<file path="config.mk">
export PLATFORM = sky130hd
export DESIGN_NAME = hazard_ctl
export DESIGN_NICKNAME = d
export VERILOG_FILES = /design/src/rtl/hazard_pkg.sv /design/src/rtl/hz_operand_fwd.sv /design/src/rtl/hz_interlock.sv /design/src/rtl/hazard_ctl.sv
export SDC_FILE = /design/constraint.sdc
export NUM_CORES = 1
export LEC_CHECK = 0
export BUFFER_PORTS_ARGS = -buffer_cell sky130_fd_sc_hd__buf_2
export CAP_MARGIN = 15
export CORE_MARGIN = 3
export CORE_UTILIZATION = 44
export DETAILED_ROUTE_END_ITERATION = 16
export GPL_ROUTABILITY_DRIVEN = 0
export PLACE_DENSITY = 0.9
export SLEW_MARGIN = 20
export SYNTH_ARGS = -nofsm -noshare
export SYNTH_HDL_FRONTEND = slang
export SYNTH_SLANG_ARGS = --single-unit
</file>
<file path="constraint.sdc">
create_clock -name vclk -period 3.3
set_input_delay 0 -clock vclk [all_inputs]
set_output_delay 0 -clock vclk [all_outputs]
set_load 0.1 [all_outputs]
</file>
<file path="src/rtl/hazard_pkg.sv">
// Shared encodings for the interlock and forwarding controller.
// Assumes operand multiplexers in the datapath decode these codes directly.
package hazard_pkg;
    typedef enum logic [1:0] {
        SRC_RF    = 2'b00,
        SRC_EXMEM = 2'b01,
        SRC_MEMWB = 2'b10
    } src_sel_e;
endpackage

</file>
<file path="src/rtl/hz_operand_fwd.sv">
// Source select for one execute-stage operand.
// Assumes a load result is not valid in EX/MEM, so loads forward only from MEM/WB.
module hz_operand_fwd #(
    parameter int REG_AW = 5
) (
    input  logic [REG_AW-1:0] src_reg,
    input  logic [REG_AW-1:0] mem_rd,
    input  logic              mem_wen,
    input  logic              mem_is_load,
    input  logic [REG_AW-1:0] wb_rd,
    input  logic              wb_wen,
    output logic [1:0]        sel
);
    import hazard_pkg::*;

    logic mem_hit;
    logic wb_hit;
    src_sel_e sel_e;

    // Match against the younger stage first so it takes priority.
    always_comb begin
        mem_hit = mem_wen && !mem_is_load && (mem_rd != '0) && (mem_rd == src_reg);
        wb_hit  = wb_wen && (wb_rd != '0) && (wb_rd == src_reg);
        if (mem_hit)     sel_e = SRC_EXMEM;
        else if (wb_hit) sel_e = SRC_MEMWB;
        else             sel_e = SRC_RF;
        sel = sel_e;
    end
endmodule

</file>
<file path="src/rtl/hz_interlock.sv">
// Stall, flush and branch-comparator forwarding for the decode stage.
// Assumes branches resolve in decode and the register file writes before it reads.
module hz_interlock #(
    parameter int REG_AW      = 5,
    parameter bit UNIFIED_MEM = 1'b0
) (
    input  logic [REG_AW-1:0] id_rs1,
    input  logic [REG_AW-1:0] id_rs2,
    input  logic              id_uses_rs1,
    input  logic              id_uses_rs2,
    input  logic              id_is_store,
    input  logic              id_is_branch,
    input  logic              id_br_taken,
    input  logic [REG_AW-1:0] ex_rd,
    input  logic              ex_wen,
    input  logic              ex_is_load,
    input  logic [REG_AW-1:0] mem_rd,
    input  logic              mem_wen,
    input  logic              mem_is_load,
    input  logic              mem_is_store,
    output logic [1:0]        br_fwd,
    output logic              stall,
    output logic              flush
);
    localparam int NSRC = 2;

    logic [REG_AW-1:0] src   [NSRC];
    logic [NSRC-1:0]   used;
    logic [NSRC-1:0]   ex_match;
    logic [NSRC-1:0]   mem_match;
    logic              load_use;
    logic              br_wait_ex;
    logic              br_wait_load;
    logic              port_clash;

    assign src[0] = id_rs1;
    assign src[1] = id_rs2;
    assign used   = {id_uses_rs2, id_uses_rs1};

    // Per-source comparison against the execute and memory destinations.
    for (genvar i = 0; i < NSRC; i++) begin : g_src
        assign ex_match[i]  = used[i] && ex_wen && (ex_rd != '0) && (ex_rd == src[i]);
        assign mem_match[i] = used[i] && mem_wen && (mem_rd != '0) && (mem_rd == src[i]);
        assign br_fwd[i]    = id_is_branch && mem_match[i] && !mem_is_load;
    end

    // Structural interlock exists only in the shared-port variant.
    if (UNIFIED_MEM) begin : g_shared_port
        assign port_clash = mem_is_load || mem_is_store;
    end else begin : g_split_port
        assign port_clash = 1'b0;
    end

    // Combine hazard causes; store data (rs2) is served late in memory stage.
    always_comb begin
        load_use     = ex_is_load && (ex_match[0] || (ex_match[1] && !id_is_store));
        br_wait_ex   = id_is_branch && (|ex_match);
        br_wait_load = id_is_branch && mem_is_load && (|mem_match);
        stall        = load_use || br_wait_ex || br_wait_load || port_clash;
        flush        = id_is_branch && id_br_taken && !stall;
    end
endmodule

</file>
<file path="src/rtl/hazard_ctl.sv">
// Interlock and forwarding controller for a five-stage in-order pipeline.
// Purely combinational; clk/rst_n clock only the embedded property checks.
// Assumes the datapath applies stall/flush to its own pipeline registers.
module hazard_ctl #(
    parameter int REG_AW      = 5,
    parameter bit UNIFIED_MEM = 1'b0
) (
    input  logic              clk,
    input  logic              rst_n,
    input  logic [REG_AW-1:0] id_rs1,
    input  logic [REG_AW-1:0] id_rs2,
    input  logic              id_uses_rs1,
    input  logic              id_uses_rs2,
    input  logic              id_is_store,
    input  logic              id_is_branch,
    input  logic              id_br_taken,
    input  logic [REG_AW-1:0] ex_rs1,
    input  logic [REG_AW-1:0] ex_rs2,
    input  logic [REG_AW-1:0] ex_rd,
    input  logic              ex_wen,
    input  logic              ex_is_load,
    input  logic [REG_AW-1:0] mem_rs2,
    input  logic [REG_AW-1:0] mem_rd,
    input  logic              mem_wen,
    input  logic              mem_is_load,
    input  logic              mem_is_store,
    input  logic [REG_AW-1:0] wb_rd,
    input  logic              wb_wen,
    output logic [1:0]        ex_a_sel,
    output logic [1:0]        ex_b_sel,
    output logic              st_data_fwd,
    output logic              br_a_fwd,
    output logic              br_b_fwd,
    output logic              stall,
    output logic              flush
);
    localparam int NOPND = 2;

    logic [REG_AW-1:0] ex_src [NOPND];
    logic [1:0]        ex_sel [NOPND];
    logic [1:0]        br_fwd;

    assign ex_src[0] = ex_rs1;
    assign ex_src[1] = ex_rs2;

    // One select unit per execute operand.
    for (genvar i = 0; i < NOPND; i++) begin : g_opnd
        hz_operand_fwd #(.REG_AW(REG_AW)) u_fwd (
            .src_reg     (ex_src[i]),
            .mem_rd      (mem_rd),
            .mem_wen     (mem_wen),
            .mem_is_load (mem_is_load),
            .wb_rd       (wb_rd),
            .wb_wen      (wb_wen),
            .sel         (ex_sel[i])
        );
    end

    assign ex_a_sel = ex_sel[0];
    assign ex_b_sel = ex_sel[1];

    hz_interlock #(.REG_AW(REG_AW), .UNIFIED_MEM(UNIFIED_MEM)) u_lock (
        .id_rs1       (id_rs1),
        .id_rs2       (id_rs2),
        .id_uses_rs1  (id_uses_rs1),
        .id_uses_rs2  (id_uses_rs2),
        .id_is_store  (id_is_store),
        .id_is_branch (id_is_branch),
        .id_br_taken  (id_br_taken),
        .ex_rd        (ex_rd),
        .ex_wen       (ex_wen),
        .ex_is_load   (ex_is_load),
        .mem_rd       (mem_rd),
        .mem_wen      (mem_wen),
        .mem_is_load  (mem_is_load),
        .mem_is_store (mem_is_store),
        .br_fwd       (br_fwd),
        .stall        (stall),
        .flush        (flush)
    );

    assign br_a_fwd = br_fwd[0];
    assign br_b_fwd = br_fwd[1];

    // Late store-data path: value leaving write-back feeds the store in memory stage.
    always_comb begin
        st_data_fwd = mem_is_store && wb_wen && (wb_rd != '0) && (wb_rd == mem_rs2);
    end

    // a zero source never picks a forwarded value.
    p_no_r0_src_r4: assert property (@(posedge clk) disable iff (!rst_n)
        (ex_rs1 == '0) |-> (ex_a_sel == 2'b00));

    // the memory-stage ALU result beats write-back on a double match.
    p_exmem_priority_r3: assert property (@(posedge clk) disable iff (!rst_n)
        (mem_wen && !mem_is_load && wb_wen && (mem_rd == wb_rd) && (ex_rs2 == mem_rd) && (ex_rs2 != '0))
        |-> (ex_b_sel == 2'b01));

    // a load feeding a decode-stage address or ALU operand holds decode.
    p_load_use_stall_r5: assert property (@(posedge clk) disable iff (!rst_n)
        (ex_is_load && ex_wen && (ex_rd != '0) && id_uses_rs1 && (id_rs1 == ex_rd)) |-> stall);

    // store-data forwarding only ever targets a store.
    p_stdata_store_r6: assert property (@(posedge clk) disable iff (!rst_n)
        st_data_fwd |-> mem_is_store);

    // a branch waits while its operand is still being loaded.
    p_branch_load_r7: assert property (@(posedge clk) disable iff (!rst_n)
        (id_is_branch && mem_is_load && mem_wen && (mem_rd != '0) && id_uses_rs2 && (id_rs2 == mem_rd))
        |-> stall);

    // flush and stall never coincide, and flush needs a branch.
    p_flush_excl_r8: assert property (@(posedge clk) disable iff (!rst_n)
        flush |-> (!stall && id_is_branch));

    // a shared memory port blocks fetch during any data access.
    p_port_clash_r9: assert property (@(posedge clk) disable iff (!rst_n)
        (UNIFIED_MEM && (mem_is_load || mem_is_store)) |-> stall);
endmodule

</file>
# Yosys cells after proc, flatten, opt, wreduce, memory -nomap -nowiden
# Index checks and enable logic that the tools add are counted.
# W data, S select, Z words.
[op_classes] eq_ne=9 n_mux=4 reduce_logical=44
[op_table] cell="$eq A5 B5 Y1" count=9
[op_table] cell="$logic_and A1 B1 Y1" count=33
[op_table] cell="$reduce_bool A5 Y1" count=3
[op_table] cell="$mux W2" count=4
[op_table] cell="$reduce_or A2 Y1" count=2
[op_table] cell="$logic_not A1 Y1" count=3
[op_table] cell="$logic_or A1 B1 Y1" count=3
[word_totals] regBits=0 inputBits=53 out_inout_bits=9 wordCells=57

# Depth between registers and ports, before layout
# Gate-level depths: netlist of the first run.
[logic_depth] ltp_word=10 ltp_mapped=6 ltp_nobuf=5

# Cells and area by module
# A second synthesis of the first run with hierarchy kept.
[hier_totals] cells_unflattened=97 hier_area_um2=738.2
[modules_own_cells] mod="hz_operand_fwd" instances=2 cells_per_inst=22 area_each_um2=168.9
[modules_own_cells] mod="hz_interlock" instances=1 cells_per_inst=43 area_each_um2=324.1
[modules_own_cells] mod="hazard_ctl" instances=1 cells_per_inst=10 area_each_um2=76.3

# Least setup slack after synthesis of the first run
# Ideal clock, no wire load.
[synth_path] kind="input-to-output" from="input port mem_rd[1]" to="output port ex_a_sel[1]" arrival_ns=2.730 required_time_ns=3.300 slack_ns=0.570 path_stages=6 n_path_buf=1 cell_sequence="buf_6 -> or4_4 -> o21ai_2 -> or2_4 -> nor4_2 -> nor4_2"
[synth_between] elab_chain_cells=4 word_cells_on_any_way=5 cone_classes="1 x eq/ne; 1 x mux; 3 x reduce/logical"
[synth_lines] element="start: declaration" line_no="hazard_ctl.sv:23" source="input logic [REG_AW-1:0] mem_rd,"
[synth_lines] element="$reduce_bool A5 Y1" line_no="hz_operand_fwd.sv:22" source="mem_hit = mem_wen && !mem_is_load && (mem_rd != '0) && (mem_rd == src_reg);"
[synth_lines] element="$logic_and A1 B1 Y1" line_no="hz_operand_fwd.sv:22"
[synth_lines] element="$logic_and A1 B1 Y1 *" line_no="hz_operand_fwd.sv:22"
[synth_lines] element="named net g_opnd[0].u_fwd.mem_hit" line_no="hz_operand_fwd.sv:16" source="logic mem_hit;"
[synth_lines] element="$mux W2 *" line_no="hz_operand_fwd.sv:24" source="if (mem_hit) sel_e = SRC_EXMEM;"
[synth_lines] element="end: declaration" line_no="hazard_ctl.sv:29" source="output logic [1:0] ex_a_sel,"
# The timed path passes the listed nets; every way through them passes the cells marked *.

# Worst setup path after layout of the first run
[layout_path] from="input port mem_rd[1]" to="output port ex_a_sel[1]"
[layout_between] elab_chain_cells=4 word_cells_on_any_way=5 cone_classes="1 x eq/ne; 1 x mux; 3 x reduce/logical"
[layout_lines] element="$reduce_bool A5 Y1" line_no="hz_operand_fwd.sv:22"
[layout_lines] element="$logic_and A1 B1 Y1" line_no="hz_operand_fwd.sv:22"
[layout_lines] element="$logic_and A1 B1 Y1 *" line_no="hz_operand_fwd.sv:22"
[layout_lines] element="$mux W2 *" line_no="hz_operand_fwd.sv:24"
# Every way passes the cells marked *; elsewhere a longest branch is shown, timed or not.

==> results.md, run 1 <==
Outcome:
- The flow ran to the end, and the final reports show no timing, DRC or antenna violations.

Layout:
- At the end of the flow, the number of nets in the layout was 196.
- The area used by sequential logic in the layout is 0 um2.
- The count of non-filler cells in the finished layout is 157.
- The core occupancy in the finished layout is 0.6274.
- Clock buffers in the final layout number 0.
- The ratio of cells with drive above 1 in the final layout is 0.4752.
- The antenna cell count is 0.
- The number of flip-flops and latches is 0.
- The final design area excluding fillers is 967.2 um2.
- The area growth from synthesis to layout is 32.14%.
- The number of filler cells placed in the layout is 142.

Placed design:
- The number of placed instances, taps included, is 157.
- The total placed instance area is 967.2 um2.
- The quantity of I/O buffers inserted on ports is 60.
- The post-placement setup slack is 1.510 ns.
- After legalization and detailed placement, the total HPWL measured 1902 um.

Synth:
- The dominant cell type by area after synthesis is xor2_1.
- The combinational family with the most area after synthesis is XOR/XNOR gates.
- The fraction of the yosys area taken by sequential cells is 0.
- By area the synthesized netlist is led by xor2_1, xnor2_1, nor4_2, bufbuf_16, buf_4.
- The number of library cell types mapped by synthesis is 23.
- The share of the synthesized area in the top cell type is 0.3111.
- The synthesized-area fraction occupied by adder cells is 0.
- The number of nets in the synthesized netlist is 141.
- Of the total synthesized cell area, the portion taken by XOR and XNOR cells is 0.5385.
- Measured against the total synthesized area, the mux share comes to 0.
- The share of the synthesized area in compound gates (AO/OA/AOI/OAI) is 0.08034.
- The mapped cell area is 732.0 um2.
- The cell count after synthesis is 88.
- The simple logic cell fraction of the synthesized area is 0.2598.
- After synthesis, the mean cell area works out to 8.318 um2.
- The number of warning messages in the yosys log is 0.

GRT:
- The first global-routing pass estimated 2939 um of wire.
- The initial antenna violation count is 0.
- The pin count of the biggest net entering global routing is 7.
- The total grt overflow is 0.
- The number of global-route vias before repair came to 742.
- Across every metal layer, demand over resource in global routing totals 0.1774.

Timing:
- The headroom to the max-slew limit is 0.6731.
- The number of slew-limit violations in the final report came to 0.
- The part of the cycle the worst path needs is 0.5418.
- For this run, the top clock speed supported by timing is 559.3 MHz.
- Summed over all failing endpoints, the final setup total negative slack is 0 ns.
- At the pin with the least slew margin, the transition time is 0.4938 ns.
- Once routing completed, OpenROAD measured the worst setup slack at 1.512 ns.
- The number of hold violations in the final report came to 0.
- Setup repair after global routing left no endpoint under its margin.
- Setup violations remaining at the end of the flow were counted as 0.
- The worst slack on hold paths is 0.4562 ns.
- The time the worst path needs with I/O delays and setup is 1.788 ns.

Route:
- The final route contains 828 vias.
- The detailed router finished its first iteration with 2 violations.
- The detailed-route wire length is 2043 um.
- The post-detailed-route via-to-cell ratio is 5.274.
- The length of the first detailed-routing pass in iterations is 2.
- The post-detailed-route wirelength per cell is 13.01 um.
- The final antenna-violating net count is 0.
- The post-detailed-route DRC marker count is 0.

Worst setup path:
- For the worst setup path, the data required time is 3.30 ns.
- The category of the most critical setup path is input port to primary output.
- Along the worst path, the maximum fanout reaches 5.
- The signal arrival time at the worst endpoint is 1.79 ns.
- The element type at the critical path start is an input port.
- The nature of the critical path endpoint is a primary output.

Die:
- For this configuration, the core starts out at a cell density of 0.4748.
- The number of top-level design ports is 62.
- The die footprint is 2189 um2.
- In this run the horizontal extent of the chip is 46.79 um.
- The count of standard-cell rows is 14.
- The floorplan step defined a core boundary enclosing 1541 um2.
- Measured along the y axis, the die boundary spans 46.79 um.

Clocking:
- The post-CTS resize count is 0.
- The buffer count from post-CTS setup fixing is 0.
- The post-cts hold buffer count is 0.

Pwr:
- The analysis attributes to cell leakage a power of 0.4671 nW.
- The total power consumption of the routed design is 0.1261 mW.
- The largest vdd supply drop is 67.70 uV.
- In this run the power density over the cells is 130.4 nW/um2.

Run:
- The max-cap violation count is 0.

Hold path:
- The worst hold-check path type is input port to primary output.
path summary, 6_finish.rpt:
check | from | endpoint | slack (ns) | cells past startpoint
max | mem_rd[1] | ex_a_sel[1] | 1.51 | 7
min | mem_is_store | st_data_fwd | 0.46 | 4
Yosys cell counts:
| cell type | number |
|---|---|
| xor2_1 | 26 |
| xnor2_1 | 19 |
| and3_1 | 4 |
| buf_4 | 4 |
| nor4_2 | 4 |
| or4_1 | 4 |
| nor2_1 | 3 |
| nor4_1 | 3 |
| o21ai_0 | 3 |
| buf_6 | 2 |
| nand2_1 | 2 |
| nand3_1 | 2 |
| nand4_1 | 2 |
| a41oi_1 | 1 |
| bufbuf_16 | 1 |
| inv_1 | 1 |
| nor3_1 | 1 |
| o2111a_1 | 1 |
| o2111ai_1 | 1 |
| o21ai_2 | 1 |
| o22ai_1 | 1 |
| or2_4 | 1 |
| or4_4 | 1 |
power breakdown:
| part | total, mW | leakage (nW) | switching, mW | internal [mW] |
|---|---|---|---|---|
| sequential | 0 | 0 | 0 | 0 |
| clock | 0 | 0 | 0 | 0 |
| combinational | 0.126 | 0.467 | 0.0682 | 0.0579 |
cells in the final DEF, fill, tap and decap left out:
| cell type | n |
|---|---|
| buf_2 | 60 |
| xor2_1 | 26 |
| xnor2_1 | 19 |
| or4_1 | 4 |
| nor4_2 | 4 |
| and3_1 | 4 |
| o21ai_0 | 3 |
| nor2_1 | 3 |
| nor4_1 | 3 |
| nand4_1 | 2 |
| nand2_1 | 2 |
| nand3_1 | 2 |
| nor3_1 | 1 |
| or4_4 | 1 |
| o21ai_2 | 1 |
| or2_4 | 1 |
| inv_1 | 1 |
| o2111ai_1 | 1 |
| a41oi_1 | 1 |
| o22ai_1 | 1 |
| o2111a_1 | 1 |
per-layer routing:
layer | wire (um) | GRT usage | vias to the layer above | share of wire
li1 | - | - | 416 | -
met1 | 733 | 0.1818 | 375 | 0.36
met2 | 1122 | 0.3875 | 35 | 0.55
met3 | 168 | 0.007663 | 2 | 0.082
met4 | 18 | 0.02210 | 0 | 0.0088
met5 | 0 | 0 | - | 0
worst max-delay path, cell delays in order:
cell and delay, ns:
buf_2 0.15, or4_4 0.54, o21ai_2 0.17, or2_4 0.16, nor4_2 0.05, nor4_2 0.26, buf_2 0.46
layout make-up:
type,count,area (um2),area share
timing repair buffer,60,300.3,0.3105
inverter,1,3.754,0.003881
multi-input combinational,80,643.1,0.6649
tap,16,20.02,0.02070
cell families after synthesis:
family | Yosys count
xor gates and xnor gates | 45
and+or+nand+nor | 27
AOI/OAI and AO/OA | 8
buffers and inverters | 8
Power figures use the tool's default switching activity.
==> run 2: changes to the inputs <==
--- a/config.mk
+++ b/config.mk
@@ -5,13 +5,14 @@
 export SDC_FILE = /design/constraint.sdc
 export NUM_CORES = 1
 export LEC_CHECK = 0
+export ABC_AREA = 1
 export BUFFER_PORTS_ARGS = -buffer_cell sky130_fd_sc_hd__buf_2
 export CAP_MARGIN = 15
 export CORE_MARGIN = 3
-export CORE_UTILIZATION = 44
+export CORE_UTILIZATION = 42
 export DETAILED_ROUTE_END_ITERATION = 16
 export GPL_ROUTABILITY_DRIVEN = 0
-export PLACE_DENSITY = 0.9
+export PLACE_DENSITY = 0.84
 export SLEW_MARGIN = 20
 export SYNTH_ARGS = -nofsm -noshare
 export SYNTH_HDL_FRONTEND = slang
==> constraint.sdc (replaced) <==
create_clock -name vclk -period 1.81
set_input_delay 0 -clock vclk [all_inputs]
set_output_delay 0 -clock vclk [all_outputs]
set_load 0.1 [all_outputs]
==> run 2 against run 1 <==
Final area rose by 15%. Non-clock buffer count did not move. Cell count rose by 56%. Combinational power rose by 96%. Via count rose by 34%. Sequential cell count did not move. Wire length rose by 12%. Count of clock-buffer cells in the layout did not move. Critical path depth rose by 4. Critical path type unchanged. Largest power group unchanged. Total power rose by 96%.
==> results.md, run 2 <==
Route:
- The post-detailed-route via-to-cell ratio is 4.522 (was 5.274).
- The final antenna-violating net count is 0 (unchanged).
- The total vias in the final route is 1108 (was 828).
- The length of the first detailed-routing pass in iterations is 4 (was 2).
- The number of violations reported at the end of detailed-routing iteration 0 is 25 (was 2).
- The post-detailed-route DRC marker count is 0 (unchanged).
- The detailed-route wire length is 2288 um (was 2043 um).
- The post-detailed-route wirelength per cell was 9.339 um (was 13.01 um).

Layout:
- The area of combinational cells with multiple inputs is 681.9 um2 (was 643.1 um2).
- The number of filler cells placed in the layout is 213 (was 142).
- The count of non-filler cells in the finished layout is 245 (was 157).
- The area used by sequential logic in the layout is 0 um2 (unchanged).
- The antenna cell count is 0 (unchanged).
- The core occupancy in the finished layout is 0.6319 (was 0.6274).
- The ratio of cells with drive above 1 in the final layout is 0.2909 (was 0.4752).
- The relative area change from synthesis to final layout is 39.66% (was 32.14%).
- The number of nets in the layout is 275 (was 196).
- The clock buffer count came to 0 (unchanged).
- The number of flip-flops and latches came to 0 (unchanged).
- Most used cells in the layout excluding fill and tap cells: nand2_1, buf_2, inv_1, nor2_1, xor2_1 (was buf_2, xor2_1, xnor2_1).
- The final design area excluding fillers was 1115 um2 (was 967.2 um2).

Synth:
- The share of the synthesized area in the top cell type is 0.2821 (was 0.3111).
- The fraction of the yosys area taken by sequential cells came to 0 (unchanged).
- The share of the synthesized area in compound gates (AO/OA/AOI/OAI) was 0.05486 (was 0.08034).
- The dominant cell type by area after synthesis is nand2_1 (was xor2_1).
- The cell count after synthesis came to 162 (was 88).
- The total nets after synthesis came to 215 (was 141).
- The combinational family with the most area after synthesis is simple AND/OR/NAND/NOR gates (was XOR/XNOR gates).
- The number of warning messages in the yosys log is 0 (unchanged).
- Top post-synthesis cells by area: nand2_1, xor2_1, xnor2_1, inv_1, nor2_1 (was xor2_1, xnor2_1, nor4_2, bufbuf_16, buf_4).
- The most instantiated library cell after synthesis is nand2_1 (was xor2_1).
- The multiplexer fraction of the synthesized cell area is 0 (unchanged).
- The simple logic cell fraction of the synthesized area was 0.5031 (was 0.2598).
- The xor and xnor area share after synthesis was 0.2962 (was 0.5385).
- The average footprint of a synthesized cell came to 4.928 um2 (was 8.318 um2).
- The synthesized-area fraction occupied by adder cells is 0 (unchanged).
- Post-synth top cells: nand2_1, inv_1, nor2_1, xor2_1, xnor2_1 (was xor2_1, xnor2_1).
- The mapped cell area is 798.3 um2 (was 732.0 um2).
- The number of library cell types mapped by synthesis is 16 (was 23).

GRT:
- The number of global-route vias before repair came to 932 (was 742).
- The initial antenna violation count is 0 (unchanged).
- The total routing resource utilization after global routing is 0.1880 (was 0.1774).
- The global-route wire length before repair came to 3884 um (was 2939 um).
- The pin count of the biggest net entering global routing is 6 (was 7).
- The total grt overflow is 0 (unchanged).

Die:
- The count of standard-cell rows is 15 (was 14).
- The die footprint is 2460 um2 (was 2189 um2).
- The horizontal extent of the die is 49.60 um (was 46.79 um).
- The core footprint came to 1764 um2 (was 1541 um2).
- The number of top-level design ports was 62 (unchanged).
- The starting density of the core is 0.4525 (was 0.4748).
- The vertical extent of the die was 49.60 um (was 46.79 um).

Worst setup path:
- The element type at the critical path start is an input port (unchanged).
- The required time at the worst-slack endpoint was 1.81 ns (was 3.30 ns).
- The biggest fanout along the worst timing path is 5 (unchanged).
- The signal arrival time at the worst endpoint is 1.27 ns (was 1.79 ns).
- The nature of the critical path endpoint was a primary output (unchanged).
- The category of the most critical setup path is input port to primary output (unchanged).

Outcome:
- Outcome: complete, no violations (unchanged).

Placed design:
- The placed wire-length estimate was 2088 um (was 1902 um).
- The post-placement setup slack is 0.5408 ns (was 1.510 ns).
- The total placed instance area is 1115 um2 (was 967.2 um2).
- The quantity of I/O buffers inserted on ports is 60 (unchanged).
- The cell total after placement is 245 (was 157).

Timing:
- The peak clock frequency supported by timing is 785.9 MHz.
- The number of slew-limit violations in the final report is 0 (unchanged).
- The minimum setup slack in the final design was 0.5375 ns (was 1.512 ns).
- The time the worst path needs with I/O delays and setup is 1.273 ns.
- The slew at the pin with the worst max-slew slack is 0.4907 ns (was 0.4938 ns).
- The final sum of negative setup slack came to 0 ns (unchanged).
- Dividing the final minimum period by the clock period gives 0.7030.
- The worst slack on hold paths is 0.4745 ns (was 0.4562 ns).
- The number of hold violations in the final report is 0 (unchanged).
- The headroom to the max-slew limit is 0.6751 (was 0.6731).
- The number of failing setup endpoints in the final timing report came to 0 (unchanged).
- RSZ-0062 raised after global routing: false (unchanged).

Clocking:
- The buffer count from post-CTS setup fixing was 0 (unchanged).
- The post-cts hold buffer count is 0 (unchanged).
- The post-CTS resize count was 0 (unchanged).

Pwr:
- The leakage power is 0.7008 nW (was 0.4671 nW).
- The total power consumption of the routed design is 0.2472 mW (was 0.1261 mW).
- The total power divided by cell area came to 221.7 nW/um2 (was 130.4 nW/um2).
- The largest vdd supply drop is 117.0 uV (was 67.70 uV).

Run:
- The max-cap violation count is 0 (unchanged).

Hold path:
- The worst hold-check path type is input port to primary output (unchanged).
==> run 2: cell types whose count changed in the layout (fill, tap and decap cells not counted), sizes merged, moves of 5 or more <==
| cell | delta |
|---|---|
| nor2 | +17 |
| xor2 | -12 |
| nand2 | +59 |
| or4 | -5 |
| inv | +26 |
| xnor2 | -6 |
| nor4 | -7 |
==> run 2: final cells by class <==
class	count	share of cell area
multi-input combinational	133	0.6117
timing repair buffer	60	0.2694
inverter	27	0.09091
tap	25	0.02806
==> run 2: kinds of logic after synthesis <==
logic type,after synthesis
xor gates and xnor gates,27
AOI/OAI and AO/OA,8
and+or+nand+nor,98
buffers and inverters,29
==> run 2: power by group <==
group	switching [mW]	total [mW]	leakage [nW]	internal [mW]
Sequential	0	0	0	0
Combinational	0.142	0.247	0.701	0.105
Clock	0	0	0	0
==> run 2: worst max-delay path: stages <==
cell,delay [ns]
buf_2,0.13
inv_1,0.10
nand3_1,0.11
nor2_1,0.14
nor2_1,0.05
nand2_1,0.08
nand2_1,0.05
nand2_1,0.07
nand2_2,0.05
nor2_2,0.06
buf_2,0.42
==> run 2: metal layers <==
layer | track usage | vias to the layer above | routed length, um
met5 | 0 | - | 0
met4 | 0 | 0 | 0
met3 | 0.006042 | 0 | 148
met2 | 0.3062 | 31 | 1059
met1 | 0.2880 | 467 | 1080
li1 | - | 610 | -
==> run 2: path summary, 6_finish.rpt <==
path,cells after the start,endpoint,startpoint,slack [ns]
min,4,flush,id_br_taken,0.47
max,11,flush,mem_rd[4],0.54
